===== src/rtl/dclk_pkg.sv =====
package dclk_pkg;

    // six BCD digits, index 0 = seconds (or hundredths) units
    typedef logic [5:0][3:0] bcd6_t;

    typedef enum logic [2:0] {
        V_SHOW   = 3'd0,
        V_TSET   = 3'd1,
        V_WATCH  = 3'd2,
        V_ASET   = 3'd3,
        V_BRIGHT = 3'd4
    } view_e;

    localparam bcd6_t ALL_EIGHTS = {6{4'd8}};
    localparam bcd6_t NOON       = {4'd1, 4'd2, 4'd0, 4'd0, 4'd0, 4'd0};

    // highest legal value of a time-of-day digit position
    function automatic logic [3:0] digit_limit(input logic [2:0] pos);
        case (pos)
            3'd1, 3'd3: digit_limit = 4'd5;
            3'd5:       digit_limit = 4'd2;
            default:    digit_limit = 4'd9;
        endcase
    endfunction

endpackage


===== src/rtl/dclk_timebase.sv =====
module dclk_timebase #(
    parameter int TICKS_PER_CENTI = 100,
    parameter int CENTI_PER_SEC   = 100,
    parameter int TONE_HALF_TICKS = 50
) (
    input  logic clk,
    input  logic rst_n,
    input  logic tick_i,
    input  logic restart_i,
    output logic centi_en_o,
    output logic sec_en_o,
    output logic tone_ph_o
);
    localparam int TW = (TICKS_PER_CENTI > 1) ? $clog2(TICKS_PER_CENTI) : 1;
    localparam int CW = (CENTI_PER_SEC   > 1) ? $clog2(CENTI_PER_SEC)   : 1;
    localparam int HW = (TONE_HALF_TICKS > 1) ? $clog2(TONE_HALF_TICKS) : 1;
    localparam logic [TW-1:0] T_LAST = TW'(TICKS_PER_CENTI - 1);
    localparam logic [CW-1:0] C_LAST = CW'(CENTI_PER_SEC - 1);
    localparam logic [HW-1:0] H_LAST = HW'(TONE_HALF_TICKS - 1);

    typedef struct packed {
        logic [TW-1:0] tcnt;
        logic [CW-1:0] ccnt;
        logic [HW-1:0] hcnt;
        logic          ph;
    } tb_t;

    tb_t  tb_d, tb_q;
    logic centi;

    always_comb begin
        tb_d  = tb_q;
        centi = tick_i && (tb_q.tcnt == T_LAST);
        if (tick_i)
            tb_d.tcnt = centi ? '0 : tb_q.tcnt + TW'(1);
        if (restart_i)
            tb_d.ccnt = '0;
        else if (centi)
            tb_d.ccnt = (tb_q.ccnt == C_LAST) ? '0 : tb_q.ccnt + CW'(1);
        if (tick_i) begin
            if (tb_q.hcnt == H_LAST) begin
                tb_d.hcnt = '0;
                tb_d.ph   = ~tb_q.ph;
            end else begin
                tb_d.hcnt = tb_q.hcnt + HW'(1);
            end
        end
    end

    always_ff @(posedge clk) begin
        if (!rst_n) tb_q <= '0;
        else        tb_q <= tb_d;
    end

    assign centi_en_o = centi;
    assign sec_en_o   = centi && (tb_q.ccnt == C_LAST) && !restart_i;
    assign tone_ph_o  = tb_q.ph;

endmodule


===== src/rtl/dclk_digit_editor.sv =====
module dclk_digit_editor
    import dclk_pkg::*;
#(
    parameter bcd6_t INIT = '0
) (
    input  logic  clk,
    input  logic  rst_n,
    input  logic  en_i,
    input  logic  sel_i,
    input  logic  inc_i,
    output bcd6_t value_o
);
    typedef struct packed {
        logic [2:0] pos;
        bcd6_t      val;
    } ed_t;

    ed_t ed_d, ed_q;

    always_comb begin
        ed_d = ed_q;
        if (en_i && inc_i) begin
            if (ed_q.val[ed_q.pos] == digit_limit(ed_q.pos))
                ed_d.val[ed_q.pos] = 4'd0;
            else
                ed_d.val[ed_q.pos] = ed_q.val[ed_q.pos] + 4'd1;
        end
        if (en_i && sel_i)
            ed_d.pos = (ed_q.pos == 3'd5) ? 3'd0 : ed_q.pos + 3'd1;
    end

    always_ff @(posedge clk) begin
        if (!rst_n) begin
            ed_q.pos <= 3'd0;
            ed_q.val <= INIT;
        end else begin
            ed_q <= ed_d;
        end
    end

    assign value_o = ed_q.val;

endmodule


===== src/rtl/dclk_runtime.sv =====
module dclk_runtime
    import dclk_pkg::*;
(
    input  logic  clk,
    input  logic  rst_n,
    input  logic  sec_en_i,
    input  logic  load_i,
    input  bcd6_t load_val_i,
    output bcd6_t time_o
);
    bcd6_t tm_d, tm_q;
    logic  carry;

    always_comb begin
        tm_d  = tm_q;
        carry = 1'b0;
        if (load_i) begin
            tm_d = load_val_i;
            if (load_val_i[5] > 4'd2 || (load_val_i[5] == 4'd2 && load_val_i[4] > 4'd3)) begin
                tm_d[5] = 4'd2;
                tm_d[4] = 4'd3;
            end
        end else if (sec_en_i) begin
            carry = 1'b1;
            for (int p = 0; p < 4; p++) begin
                if (carry) begin
                    if (tm_q[p] == digit_limit(3'(p))) begin
                        tm_d[p] = 4'd0;
                    end else begin
                        tm_d[p] = tm_q[p] + 4'd1;
                        carry   = 1'b0;
                    end
                end
            end
            if (carry) begin
                if (tm_q[5] == 4'd2 && tm_q[4] == 4'd3) begin
                    tm_d[5] = 4'd0;
                    tm_d[4] = 4'd0;
                end else if (tm_q[4] == 4'd9) begin
                    tm_d[4] = 4'd0;
                    tm_d[5] = tm_q[5] + 4'd1;
                end else begin
                    tm_d[4] = tm_q[4] + 4'd1;
                end
            end
        end
    end

    always_ff @(posedge clk) begin
        if (!rst_n) tm_q <= '0;
        else        tm_q <= tm_d;
    end

    assign time_o = tm_q;

endmodule


===== src/rtl/dclk_stopwatch.sv =====
module dclk_stopwatch
    import dclk_pkg::*;
#(
    parameter int SW_MINUTES = 60
) (
    input  logic  clk,
    input  logic  rst_n,
    input  logic  centi_en_i,
    input  logic  toggle_i,
    input  logic  clear_i,
    output bcd6_t count_o
);
    localparam logic [3:0] MT = 4'((SW_MINUTES - 1) / 10);
    localparam logic [3:0] MU = 4'((SW_MINUTES - 1) % 10);
    // per-position limits: hundredths, seconds, minutes
    localparam bcd6_t LIM = {4'd9, 4'd9, 4'd5, 4'd9, 4'd9, 4'd9};
    localparam bcd6_t TOP = {MT, MU, 4'd5, 4'd9, 4'd9, 4'd9};

    typedef struct packed {
        logic  run;
        bcd6_t cnt;
    } sw_t;

    sw_t  sw_d, sw_q;
    logic carry;

    always_comb begin
        sw_d  = sw_q;
        carry = 1'b0;
        if (toggle_i)
            sw_d.run = ~sw_q.run;
        if (clear_i) begin
            sw_d.cnt = '0;
        end else if (sw_q.run && centi_en_i) begin
            if (sw_q.cnt == TOP) begin
                sw_d.cnt = '0;
            end else begin
                carry = 1'b1;
                for (int p = 0; p < 6; p++) begin
                    if (carry) begin
                        if (sw_q.cnt[p] == LIM[p]) begin
                            sw_d.cnt[p] = 4'd0;
                        end else begin
                            sw_d.cnt[p] = sw_q.cnt[p] + 4'd1;
                            carry       = 1'b0;
                        end
                    end
                end
            end
        end
    end

    always_ff @(posedge clk) begin
        if (!rst_n) sw_q <= '0;
        else        sw_q <= sw_d;
    end

    assign count_o = sw_q.cnt;

endmodule


===== src/rtl/dclk_ctrl.sv =====
module dclk_ctrl
    import dclk_pkg::*;
#(
    parameter int TICKS_PER_CENTI = 100,
    parameter int CENTI_PER_SEC   = 100,
    parameter int TONE_HALF_TICKS = 50,
    parameter int SW_MINUTES      = 60
) (
    input  logic        clk,
    input  logic        rst_n,
    input  logic        tick_i,
    input  logic        key_mode_i,
    input  logic        key_sel_i,
    input  logic        key_inc_i,
    input  logic        key_commit_i,
    output logic [23:0] digits_o,
    output logic [1:0]  bright_o,
    output logic        tone_o
);
    typedef struct packed {
        view_e      view;
        logic [1:0] bright;
    } top_t;

    top_t  st_d, st_q;
    view_e cur_view;
    logic  centi_en, sec_en, tone_ph, alarm_hit;
    bcd6_t run_time, edit_time, alarm_time, sw_time;

    assign cur_view = st_q.view;

    dclk_timebase #(
        .TICKS_PER_CENTI (TICKS_PER_CENTI),
        .CENTI_PER_SEC   (CENTI_PER_SEC),
        .TONE_HALF_TICKS (TONE_HALF_TICKS)
    ) u_tb (
        .clk        (clk),
        .rst_n      (rst_n),
        .tick_i     (tick_i),
        .restart_i  (key_commit_i),
        .centi_en_o (centi_en),
        .sec_en_o   (sec_en),
        .tone_ph_o  (tone_ph)
    );

    dclk_digit_editor #(.INIT('0)) u_edit (
        .clk     (clk),
        .rst_n   (rst_n),
        .en_i    (cur_view == V_TSET),
        .sel_i   (key_sel_i),
        .inc_i   (key_inc_i),
        .value_o (edit_time)
    );

    dclk_digit_editor #(.INIT(NOON)) u_alarm (
        .clk     (clk),
        .rst_n   (rst_n),
        .en_i    (cur_view == V_ASET),
        .sel_i   (key_sel_i),
        .inc_i   (key_inc_i),
        .value_o (alarm_time)
    );

    dclk_runtime u_run (
        .clk        (clk),
        .rst_n      (rst_n),
        .sec_en_i   (sec_en),
        .load_i     (key_commit_i),
        .load_val_i (edit_time),
        .time_o     (run_time)
    );

    dclk_stopwatch #(.SW_MINUTES(SW_MINUTES)) u_sw (
        .clk        (clk),
        .rst_n      (rst_n),
        .centi_en_i (centi_en),
        .toggle_i   (key_sel_i && cur_view == V_WATCH),
        .clear_i    (key_inc_i && cur_view == V_WATCH),
        .count_o    (sw_time)
    );

    always_comb begin
        st_d = st_q;
        if (key_mode_i) begin
            case (st_q.view)
                V_SHOW:  st_d.view = V_TSET;
                V_TSET:  st_d.view = V_WATCH;
                V_WATCH: st_d.view = V_ASET;
                V_ASET:  st_d.view = V_BRIGHT;
                default: st_d.view = V_SHOW;
            endcase
        end
        if (key_sel_i && st_q.view == V_BRIGHT)
            st_d.bright = (st_q.bright == 2'd2) ? 2'd0 : st_q.bright + 2'd1;
    end

    always_ff @(posedge clk) begin
        if (!rst_n) begin
            st_q.view   <= V_SHOW;
            st_q.bright <= 2'd0;
        end else begin
            st_q <= st_d;
        end
    end

    always_comb begin
        case (cur_view)
            V_TSET:   digits_o = edit_time;
            V_WATCH:  digits_o = sw_time;
            V_ASET:   digits_o = alarm_time;
            V_BRIGHT: digits_o = ALL_EIGHTS;
            default:  digits_o = run_time;
        endcase
    end

    // positions 1..5: seconds tens, minutes, hours
    assign alarm_hit = (run_time[5:1] == alarm_time[5:1]);
    assign tone_o    = alarm_hit ? tone_ph : 1'b1;
    assign bright_o  = st_q.bright;

endmodule


===== config.mk =====
export PLATFORM = sky130hd
export DESIGN_NAME = dclk_ctrl
export DESIGN_NICKNAME = d
export VERILOG_FILES = /design/src/rtl/dclk_pkg.sv /design/src/rtl/dclk_timebase.sv /design/src/rtl/dclk_digit_editor.sv /design/src/rtl/dclk_runtime.sv /design/src/rtl/dclk_stopwatch.sv /design/src/rtl/dclk_ctrl.sv
export SDC_FILE = /design/constraint.sdc
export NUM_CORES = 1
export LEC_CHECK = 0
export BUFFER_PORTS_ARGS = -buffer_cell sky130_fd_sc_hd__buf_2
export CORE_ASPECT_RATIO = 1.4
export CORE_MARGIN = 2
export CORE_UTILIZATION = 56
export CTS_CLUSTER_DIAMETER = 200
export DETAILED_ROUTE_END_ITERATION = 8
export GPL_TIMING_DRIVEN = 0
export PLACE_DENSITY = 0.87
export SYNTH_ARGS = -nofsm -noshare
export SYNTH_HDL_FRONTEND = slang
export SYNTH_SLANG_ARGS = --single-unit

===== constraint.sdc =====
create_clock -name clk -period 2.6 [get_ports clk]
set_clock_uncertainty 0.15 [all_clocks]
set_input_delay 0.26 -clock clk [delete_from_list [all_inputs] [get_ports clk]]
set_output_delay 0.26 -clock clk [all_outputs]
set_load 0.05 [all_outputs]

==> results.cfg <==
[min_path]
hold_path_startpoint = key_mode_i
hold_path.class = input pin to flop

[finish]
layout-drive-gt1-share_pct = 17.5
final_util_pct = 65.6
num-fill-cells = 1188
final_nets = 1060
antennaDiodeCount = 0
synth_to_final_area_change_pct = 15.4

[route]
post_drt_wl_per_cell_um = 20.3
drt_first_iter_violations = 676
detailed_route_wire_length_mm = 24.9
antenna_violating_nets_post_route = 0
vias = 7868
route.detailed.drc = 0
dr.pass1.iters = 6
avgViaCountPerCell = 6.41

[floorplan]
placeableCoreArea_um2 = 13800
top_level_ports = 34
die_h_um = 144
row_count = 51
die_area_um2 = 15000
die_w_um = 104
start_util_pct = 56.9

[setup_path]
critPathArrivalTime_ns = 2.11
critical_path_required_ns = 2.19
critical_path_source_type = flop
timing.critical_path.from = u_alarm.value_o[19]
worst-path-max-fanout = 5
rr_startpoint = u_alarm.ed_q[24]
critPathCaptureType = output pin
path_class = flop to output pin

[yosys]
synth_cells = 980
syn-mean-instance-area_um2 = 8.00
syn-num-nets = 1010
ys.warnings.count = 0
synth_seq_area_share_pct = 32.9
ys.flop_type = dfxtp_1
asyncSetResetFlopFracSynth_pct = 0
ys_ff_latch = 129
cell_area_after_synthesis_um2 = 7840
synth_edf_count = 0
ys_types = 74

[power]
irDropWorstVdd_mv = 0.405
pwr-share-seq_pct = 40.4
power.switching_fraction_pct = 29.7
clock_power_share_pct = 45.2
p_switching_uw = 1500
pint_uw = 3560
power.density_nw_per_um2 = 559
share_comb_of_total_power_pct = 14.4
cellLeakagePower_uw = 0.00347

[cts]
cts_root_buffer = clkbuf_16
cts-htree-levels = 4
cts.reportedPaths.clkPinSlew_ns = 0.06
cts_inserted_buffers = 17
clock-sinks = 129
ctsLongestPathBuffers = 2
worst_skew_pair.late_latency_ns = 0.42
cts_tree = built

[sta]
setup_tns_ns = 0
report.final.slew_viol_count = 0
final_hold_viol_count = 0
finalWorstPathRequiredPeriod_ns = 2.52
normalized_max_slew_margin_pct = 21.1
finalCritPeriodShare_pct = 97.1
setup_viol = 0
max_freq_ghz = 0.396
timing_worst_slew_pin_value_ns = 1.17

[global_routing]
grtUsageTotal_pct = 33.2
grt_antenna_before_repair = 0
grt-ovfl-total = 0
grt_pass1_wl_mm = 38.6
largest_net_degree_at_the_start_of_global_routing = 17
first_global_vias = 7302

[run_status]
run_status = complete, no violations

[place]
place.port_buffers = 32
gp_routability_congestion = 1.07
dp_hpwl_mm = 18.7

[job]
timing.max_cap.violations = 0
[kinds of logic (layout without fill, tap and decap cells)]
family,after synthesis,in the layout,share of synthesized area [%]
and+or+nand+nor,393,393,24.8
buffers and inverters,92,155,4.72
muxes,62,62,8.67
AOI/OAI and AO/OA,227,227,19.2
adders and majority gates,23,23,3.67
xor gates and xnor gates,54,54,6.03
DFF,129,129,32.9
[stage by stage]
stage               instances  power [µW]  setup slack, ns  area, µm²  hold slack (ns)
detailed placement       1197        2780           -0.355       8250            0.336
CTS                      1226        5040          0.00547       8890           0.0193
finish                   1228        5060           0.0760       9050           0.0319
floorplan                 980        2600          -0.0380       7860            0.262
global placement         1197        2770           -0.355       8250            0.326
global route             1228        5200          -0.0114       9050           0.0639
[critical path: stages (launching register included)]
cell and delay, ns:
dfxtp_1 0.46, xor2_1 0.12, nor4_1 0.28, nand4_1 0.10, or4_1 0.51, buf_4 0.21
[Yosys cell counts, types with 4 or more instances]
cell / number / area, µm²
nor4_1: 7 / 43.8
a22oi_1: 12 / 90.1
and3_1: 7 / 43.8
nand4_1: 18 / 113
nor3_1: 22 / 110
a41oi_1: 4 / 35.0
o21ai_0: 36 / 180
nor2b_1: 11 / 68.8
clkbuf_1: 46 / 173
a211oi_1: 5 / 37.5
buf_2: 7 / 35.0
ha_1: 23 / 288
o31ai_1: 11 / 82.6
o21ai_1: 14 / 70.1
xnor2_1: 21 / 184
a21oi_1: 86 / 430
nand3_1: 65 / 325
mux2_2: 12 / 135
o221a_2: 18 / 203
and3b_1: 7 / 61.3
xor2_1: 33 / 289
o221ai_1: 4 / 35.0
dfxtp_1: 129 / 2580
buf_1: 7 / 26.3
or3_1: 9 / 56.3
and2_1: 8 / 50.1
inv_1: 28 / 105
o22ai_1: 4 / 25.0
mux2i_1: 45 / 450
nand3b_1: 5 / 37.5
nand2b_1: 15 / 93.8
nor2_1: 105 / 394
nand2_1: 89 / 334
[per-layer routing]
| metal | track usage (%) | wire length [µm] | vias up |
|---|---|---|---|
| li1 | - | - | 3648 |
| met1 | 37.8 | 9340 | 3682 |
| met2 | 56.2 | 12000 | 421 |
| met3 | 6.40 | 1780 | 117 |
| met4 | 23.8 | 1800 | 0 |
| met5 | 0 | 0 | - |
[placed cells by master (no fill, tap or decap), types with 11 or more instances in the layout]
master	n
dfxtp_1	112
nor2_1	104
nand2_1	86
a21oi_1	85
nand3_1	65
mux2i_1	45
buf_2	36
xor2_1	33
o21ai_0	31
inv_1	28
clkbuf_1	28
ha_1	23
nor3_1	20
xnor2_1	20
o221a_2	18
nand4_1	18
clkbuf_16	17
dfxtp_2	17
nand2b_1	15
o21ai_1	15
buf_4	12
mux2_2	12
a22oi_1	12
nor2b_1	11
o31ai_1	11
[power groups by stage]
stage	sequential, µW	clock [µW]	combinational, µW
floorplan	2070	0	532
global placement	2080	0	695
detailed placement	2080	0	698
CTS	2040	2300	704
global route	2050	2390	764
finish	2040	2290	728
[what timing repair did]
item                                    4_1_cts  5_1_grt
buffers inserted                              2        4
pin swaps                                     2        4
resized for setup                            32       49
endpoints found under the setup margin       78       81
hold buffers                                  0        0
[final timing paths]
path	to	slack (ns)	depth (start not counted)
max reg2reg	u_alarm.value_o[17]	0.08	8
min	cur_view[0]	0.03	3
min reg2reg	u_tb.tb_q[15]	0.35	2
max	tone_o	0.08	5
[flip-flops by register name (all words and copies together), names as in the netlist]
signal,flops
bright_o,2
cur_view,3
u_alarm.ed_q,3
u_alarm.value_o,24
u_edit.ed_q,3
u_edit.value_o,24
u_run.time_o,24
u_sw.count_o,24
u_sw.sw_q,1
u_tb.tb_q,20
u_tb.tone_ph_o,1
[area by class of cell]
type                            count  area [µm²]  area share (%)
Multi-Input combinational cell    759        5050            55.8
Sequential cell                   129        2600            28.8
Clock buffer                       18         429            4.74
Buffer                             56         280            3.10
Tap cell                          185         231            2.56
Timing Repair Buffer               38         213            2.35
Clock inverter                     14         133            1.47
Inverter                           29         109            1.20
(Power assumes the default switching activity.)
